$ cat src/rtl/zlf_pkg.sv
package zlf_pkg;
    localparam int CW = 31;
    localparam int NC = 16;
    localparam int WW = 32;
    localparam int HALF = 16;

    typedef logic [CW-1:0] cell_t;
    typedef logic [NC-1:0][CW-1:0] cell_vec_t;

    typedef enum logic [1:0] {
        PH_IDLE = 2'd0,
        PH_FILL = 2'd1,
        PH_RUN  = 2'd2
    } phase_e;

    localparam cell_t PRIME = '1;

    // 2^k * x mod (2^31-1) as a left rotation
    function automatic cell_t rotl(cell_t x, int unsigned k);
        logic [2*CW-1:0] d;
        d = {x, x} << k;
        return d[2*CW-1:CW];
    endfunction

    // u = (W xor X3) >> 1, X3 = s2 low half followed by s0 high half
    function automatic cell_t mix_word(logic [WW-1:0] w, cell_t s2, cell_t s0);
        logic [WW-1:0] x3;
        logic [WW-1:0] t;
        x3 = {s2[HALF-1:0], s0[CW-1:CW-HALF]};
        t  = w ^ x3;
        return t[WW-1:1];
    endfunction
endpackage

$ cat src/rtl/zlf_modadd.sv
module zlf_modadd
    import zlf_pkg::*;
(
    input  cell_t a,
    input  cell_t b,
    output cell_t y
);
    logic [CW:0] s;

    assign s = {1'b0, a} + {1'b0, b};
    assign y = s[CW-1:0] + cell_t'(s[CW]);
endmodule

$ cat src/rtl/zlf_lookahead.sv
module zlf_lookahead
    import zlf_pkg::*;
(
    input  cell_t c13,
    input  cell_t c10,
    input  cell_t c4,
    input  cell_t c0,
    output cell_t part
);
    localparam int NT = 5;
    localparam int unsigned ROT [NT] = '{17, 21, 20, 0, 8};

    cell_t src  [NT];
    cell_t term [NT];
    cell_t lvl1 [2];
    cell_t lvl2;

    assign src[0] = c13;
    assign src[1] = c10;
    assign src[2] = c4;
    assign src[3] = c0;
    assign src[4] = c0;

    for (genvar i = 0; i < NT; i++) begin : g_term
        assign term[i] = rotl(src[i], ROT[i]);
    end

    for (genvar j = 0; j < 2; j++) begin : g_lvl1
        zlf_modadd u_add (.a(term[2*j]), .b(term[2*j+1]), .y(lvl1[j]));
    end

    zlf_modadd u_add2 (.a(lvl1[0]), .b(lvl1[1]), .y(lvl2));
    zlf_modadd u_add3 (.a(lvl2), .b(term[NT-1]), .y(part));
endmodule

$ cat src/rtl/zlf_tail.sv
module zlf_tail
    import zlf_pkg::*;
(
    input  cell_t          part,
    input  cell_t          s15,
    input  cell_t          s2,
    input  cell_t          s0,
    input  logic [WW-1:0]  w,
    input  logic           init_en,
    output cell_t          fb
);
    localparam int unsigned TOP_ROT = 15;

    cell_t u;
    cell_t sum1;
    cell_t sum2;

    assign u = init_en ? mix_word(w, s2, s0) : '0;

    zlf_modadd u_top (.a(part), .b(rotl(s15, TOP_ROT)), .y(sum1));
    zlf_modadd u_mix (.a(sum1), .b(u), .y(sum2));

    assign fb = (sum2 == '0) ? PRIME : sum2;
endmodule

$ cat src/rtl/zlf_feedback_pipe.sv
module zlf_feedback_pipe
    import zlf_pkg::*;
(
    input  logic              clk,
    input  logic              rst,
    input  logic              load_i,
    input  logic              init_mode_i,
    input  logic [WW-1:0]     w_i,
    input  logic [NC*CW-1:0]  cells_init_i,
    output logic [NC*CW-1:0]  cells_o,
    output logic              valid_o
);
    localparam int NTAP = 4;
    localparam int TAP [NTAP] = '{13, 10, 4, 0};

    cell_vec_t cells_q;
    cell_t     part_q;
    phase_e    phase_q;
    cell_t     la_in [NTAP];
    cell_t     la_out;
    cell_t     fb;
    logic      run;

    assign run = (phase_q == PH_RUN);

    // Look-ahead: when stepping, the taps of the next state sit one cell higher
    for (genvar t = 0; t < NTAP; t++) begin : g_tap
        assign la_in[t] = run ? cells_q[TAP[t]+1] : cells_q[TAP[t]];
    end

    zlf_lookahead u_la (
        .c13 (la_in[0]),
        .c10 (la_in[1]),
        .c4  (la_in[2]),
        .c0  (la_in[3]),
        .part(la_out)
    );

    zlf_tail u_tail (
        .part   (part_q),
        .s15    (cells_q[NC-1]),
        .s2     (cells_q[2]),
        .s0     (cells_q[0]),
        .w      (w_i),
        .init_en(init_mode_i),
        .fb     (fb)
    );

    always_ff @(posedge clk) begin
        if (rst) begin
            cells_q <= '0;
            part_q  <= '0;
            phase_q <= PH_IDLE;
        end else if (load_i) begin
            cells_q <= cell_vec_t'(cells_init_i);
            phase_q <= PH_FILL;
        end else begin
            case (phase_q)
                PH_FILL: begin
                    part_q  <= la_out;
                    phase_q <= PH_RUN;
                end
                PH_RUN: begin
                    cells_q <= {fb, cells_q[NC-1:1]};
                    part_q  <= la_out;
                end
                default: ;
            endcase
        end
    end

    assign cells_o = cells_q;
    assign valid_o = run;

    a_r3_shift_down: assert property (@(posedge clk) disable iff (rst)
        (run && !load_i) |=> cells_q[0] == $past(cells_q[1]));

    a_r5_no_zero_cell: assert property (@(posedge clk) disable iff (rst)
        (run && !load_i) |=> cells_q[NC-1] != '0);

    a_r8_hold_unless_running: assert property (@(posedge clk) disable iff (rst)
        (!run && !load_i) |=> $stable(cells_q));

    a_r6_load_drops_valid: assert property (@(posedge clk) disable iff (rst)
        load_i |=> !valid_o);

    a_r6_valid_after_fill: assert property (@(posedge clk) disable iff (rst)
        $rose(valid_o) |-> $past(phase_q == PH_FILL));
endmodule

$ cat config.mk
export PLATFORM = sky130hd
export DESIGN_NAME = zlf_feedback_pipe
export DESIGN_NICKNAME = d
export VERILOG_FILES = /design/src/rtl/zlf_pkg.sv /design/src/rtl/zlf_modadd.sv /design/src/rtl/zlf_lookahead.sv /design/src/rtl/zlf_tail.sv /design/src/rtl/zlf_feedback_pipe.sv
export SDC_FILE = /design/constraint.sdc
export NUM_CORES = 2
export LEC_CHECK = 0
export ABC_AREA = 1
export BUFFER_PORTS_ARGS = -buffer_cell sky130_fd_sc_hd__buf_2
export CORE_ASPECT_RATIO = 1.4
export CORE_MARGIN = 10
export CORE_UTILIZATION = 30
export CTS_CLUSTER_DIAMETER = 80
export CTS_CLUSTER_SIZE = 28
export DETAILED_ROUTE_END_ITERATION = 7
export HOLD_SLACK_MARGIN = 0.15
export PLACE_DENSITY = 0.5
export SYNTH_ARGS = -nofsm -noshare
export SYNTH_HDL_FRONTEND = slang
export SYNTH_HIERARCHICAL = 1
export SYNTH_SLANG_ARGS = --single-unit
$ cat constraint.sdc
create_clock -name clk -period 17.2 [get_ports clk]
set_clock_uncertainty 0.05 [all_clocks]
set_input_delay 2.58 -clock clk [delete_from_list [all_inputs] [get_ports clk]]
set_output_delay 2.58 -clock clk [all_outputs]
set_load 0.02 [all_outputs]
# == Yosys cells after proc, flatten, opt, wreduce, memory -nomap -nowiden ==
# Cells that the tools add are included.
# word_totals
ff_bits,529
in_bits,532
out_inout_bits,497
wordCells,51
# classes
n_addsub,12
eq_ne,2
n_mux,10
bitwise_logic,2
reduce_logical,6
# ops
cell,n
$mux 496,2
$add 31x31->32,6
$add 31x1->31,6
$mux 31,6
$xor 32x32->32,1
$logic_not 31->1,1
$reduce_bool 2->1,2
$reduce_or 2->1,2
$eq 2x1->1 const B,1
$eq 2x2->1 const B,1
$mux 1,2
$reduce_and 2->1,1
$not 1->1,1

# == Depth between registers and ports, before layout ==
# depth
ltp_word,8
depth_mapped,84
ltp_nobuf,80

# == By module ==
# Netlist, hierarchy kept.
# modules_own_cells
mod,instances,cells_each,area_each_um2,seq_area_each_um2
zlf_feedback_pipe,1,3882,24594.8,10590.2
zlf_modadd at u_la.g_lvl1[0].u_add ...,2,735,3668.5,0.0
zlf_modadd at u_la.u_add3 ...,2,748,3618.5,0.0
zlf_modadd at u_tail.u_top,1,735,3554.7,0.0
zlf_modadd at u_la.u_add2,1,730,3512.1,0.0
zlf_tail,1,224,1016.0,0.0

# == Worst setup path before layout ==
# Ideal clock, no wire load.
# synth_timing
path_kind,flip-flop to flip-flop
start,reg phase_q[0]
end,reg part_q[22]
arrival_ns,9.208
required_ns,17.034
path_slack_ns,7.826
path_stages_with_launch,78
path_buffers,4
cell_sequence,dfxtp_1 -> inv_1 -> ha_1 -> buf_2 -> buf_6 -> buf_2 -> buf_4 -> nand2_1 -> o21ai_0 -> ha_1 -> nand2_2 -> nor2_2 -> nand2_1 -> clkinv_1 -> nand2_1 -> nand2_1 -> nand2_1 -> nand2_1 -> [42 not listed] -> nand2_1 -> a21oi_1 -> o21bai_1 -> ha_1 -> ha_1 -> inv_1 -> nor2_1 -> nand3_1 -> nor2_2 -> nand2_2 -> nor2_2 -> nand3_1 -> nor2_1 -> nand3_2 -> o21bai_1 -> nand2_1 -> nor2_1 -> nor2_1
# synth_rtl
element,line_no,rtl
start: declaration,zlf_feedback_pipe.sv:18,phase_e phase_q;
start signal: assignment,zlf_feedback_pipe.sv:53,phase_q <= PH_IDLE;
start signal: assignment,zlf_feedback_pipe.sv:56,phase_q <= PH_FILL;
start signal: assignment,zlf_feedback_pipe.sv:61,phase_q <= PH_RUN;
end signal: assignment,zlf_feedback_pipe.sv:60,part_q <= la_out;
end signal: assignment,zlf_feedback_pipe.sv:65,part_q <= la_out;
end: declaration,zlf_feedback_pipe.sv:17,cell_t part_q;

==> metrics.md <==
| Metric | Value |
|---|---|
| RSZ-0062 raised after global routing | no |
| Post-synth top area cell | nand2_1 |
| Leakage | 32.6 nW |
| Clock power share | 0.228 |
| Vias in the first global route | 53300 |
| Slew Viols, Final | 0 |
| Min Hold Slack | 0.483 ns |
| Power density over the cells | 84.3 mW/mm2 |
| Top_reg_cell synth | dfxtp_1 |
| Setup_tns | 0 ns |
| Path depth of the worst reg2reg path | 68 |
| Rows | 172 |
| Tmin final | 13.17 ns |
| Cell-internal power | 0.00238 W |
| Mapped Nets | 9275 |
| Max incr delay on CP | 0.63 ns |
| CTS resizes | 0 |
| Placement Setup Slack | 4.12 ns |
| Number of enable flip-flop cells after synthesis | 0 |
| Maximum vdd drop | 76.3 uV |
| Reg-to-Reg Start | phase_q[0]$_SDFFE_PP0P_ |
| Count of unique library cells instantiated by Yosys | 51 |
| Most frequent cells in the layout | nand2_1 (3475), inv_1 (1403), nand3_1 (1039), buf_2 (1026), nor2_1 (602) |
| CTS Buf Count | 36 |
| Nets | 10100 |
| R2R setup slack | 4.03 ns |
| CP Launch Type | register |
| Layout cells sized above 1 | 0.167 |
| Peak fanout along the critical path | 210 |
| Commonest non-fill, non-tap cell in the layout | nand2_1 |
| Port buffer count | 1027 |
| Max-cap violation count | 0 |
| Post-Syn Instances | 8537 |
| Syn_area_per_cell | 5.53 um2 |
| Final setup viols | 0 |
| Hold Path Sink | part_q[0]$_SDFFE_PP0P_ |
| Routed Antenna Nets | 0 |
| Grt ovf | 0 |
| Cell area after synthesis | 0.0473 mm2 |
| Status | complete, no violations |
| DR pass1 iterations | 6 |
| Hold_buf cts | 0 |
| Top cell by count, worst path | nand2_1 |
| Sequential power share | 0.302 |
| Fin. Hold Viols | 0 |
| Root Buffer | clkbuf_16 |
| Crit. End Element | register |
| GPL Wtd Cong | 1.01 |
| Per-cell routed wire length | 24.4 um |
| Yosys reg bits | 529 |
| Worst endpoint required time | 17.71 ns |
| Largest net degree at the start of global routing | 211 |
| Fmax | 75.9 MHz |
| Worst skew pair latency | 0.68 ns |
| Detail Placement HPWL | 239 mm |
| R2r endpoint | part_q[22]$_SDFFE_PP0P_ |
| Logic pwr share | 0.471 |
| Synthesis-to-layout area growth | 18.1% |
| TritonCTS clock tree | yes |
| Yosys warns | 6 |
| Largest cells by area after synthesis | nand2_1 (28%), dfxtp_1 (22%), inv_1 (11%) |
| Avg Vias per Cell | 4.91 |
| Total routed wirelength | 282 mm |
| First-pass GRT wire length | 387 mm |
| Initial antenna violation count | 93 |
| Starting Density | 0.302 |
| Worst EP arrival | 13.68 ns |
| CTS H-Tree Depth | 2 |
| Die height | 490 um |
| Buffers inserted by post-CTS timing repair | 0 |
| Residual DRC | 0 |
| Via Count | 56800 |
| Num ports | 1029 |
| Fin crit share | 0.766 |
| GR Util All Layers | 0.306 |
| CP max stage cell | o21ai_0 |
| PnR worst setup slack | 4.03 ns |
| HP Class | reg -> reg |
| Min-delay src | part_q[0]$_SDFFE_PP0P_ |
| Total Die Area | 0.174 mm2 |
| Synth async-reset ratio | 0 |
| CTS Buffer Depth | 3 |
| Die width | 355 um |
| Area share of the largest cell type after synthesis | 0.276 |
| Crit path kind | reg -> reg |
| CTS Sinks | 529 |
| Register area share after synthesis | 0.224 |
| Worst-path clk slew | 0.10 ns |
| Core Area | 0.157 mm2 |
| Sw power | 0.00233 W |
| Drt initial violations | 4596 |
| Worst-Margin Slew | 1.31 ns |
| Slew HR | 0.118 |
| Min-Delay Path Depth | 2 |
| Sw Share | 0.494 |
## critical path, delay by kind of cell, from the launching register on
family,cells,cell delay (ns)
DFF,1,0.32
AOI/OAI and AO/OA,9,1.88
and+or+nand+nor,43,5.93
buffers and inverters,6,0.97
adders and majority gates,9,3.10
xor gates and xnor gates,1,0.50
## state kept, by name, indices dropped and copies added, names as in the netlist
| register | flops |
|---|---|
| phase_q | 2 |
| part_q | 31 |
| cells_o | 496 |
## cell families after synthesis
family | synth area share
and+or+nand+nor | 0.517
xor gates and xnor gates | 0.0233
adders and majority gates | 0.0555
AOI/OAI and AO/OA | 0.0351
DFF | 0.224
buffers and inverters | 0.145
## layout make-up
class / instances / area (um2)
clock inverters: 26 / 432
well taps: 2088 / 2610
repair buffers: 1100 / 5760
diodes: 45 / 113
multi-input cells: 6261 / 29800
fillers: 18400 / 101000
inverters: 1468 / 5530
clock buffers: 40 / 968
flip-flops and latches: 529 / 10600
## how the worst max path moves through the flow
stage	from	end
floorplan	phase_q[0]$_SDFFE_PP0P_	part_q[22]$_SDFFE_PP0P_
global placement	phase_q[0]$_SDFFE_PP0P_	part_q[22]$_SDFFE_PP0P_
detailed placement	phase_q[0]$_SDFFE_PP0P_	part_q[22]$_SDFFE_PP0P_
CTS	phase_q[0]$_SDFFE_PP0P_	part_q[22]$_SDFFE_PP0P_
global route	phase_q[0]$_SDFFE_PP0P_	part_q[22]$_SDFFE_PP0P_
finish	phase_q[0]$_SDFFE_PP0P_	part_q[22]$_SDFFE_PP0P_
## through the flow
step | util | power, W | area [um2] | instances
floorplan | - | 0.00277 | 47300 | 8537
global placement | 0.347 | 0.00364 | 54300 | 11400
detailed placement | 0.347 | 0.00365 | 54300 | 11400
CTS | 0.356 | 0.00472 | 55700 | 11500
global route | 0.356 | 0.00496 | 55800 | 11500
finish | 0.356 | 0.00471 | 55800 | 11600
## synth_stat cells, types with 5 or more instances
cell	instances
xor2_1	81
and2_1	29
nand3b_1	19
o21ai_2	23
dfxtp_1	529
nand2_4	13
clkinv_1	10
or2_1	6
nand3_1	1039
nor2_2	62
nor3_2	8
ha_1	200
xnor2_1	21
nand3_2	44
nor2_1	602
o21bai_1	12
a21oi_1	83
nor2_4	42
nand4_2	6
nor3_1	24
inv_1	1403
buf_4	5
buf_6	17
fa_1	6
buf_1	14
o21ai_1	16
buf_2	113
inv_2	54
nand2_2	127
o21ai_0	164
clkbuf_1	129
nand4_1	114
nand2_1	3475
## routing by layer
layer,up-vias,wire length [um],track usage
met5,-,299,0
met4,46,22100,0.203
met3,536,19100,0.0648
met2,2106,135000,0.529
met1,26300,105000,0.335
li1,27800,-,-
## power by group through the flow
stage                     registers [W]  clock network, W  logic [W]
after floorplan                 0.00146                 0    0.00131
after global placement          0.00144                 0    0.00220
after detailed placement        0.00144                 0    0.00220
after CTS                       0.00142           0.00109    0.00221
after global routing            0.00142           0.00113    0.00241
final                           0.00142           0.00107    0.00222
(Power assumes the default switching activity.)
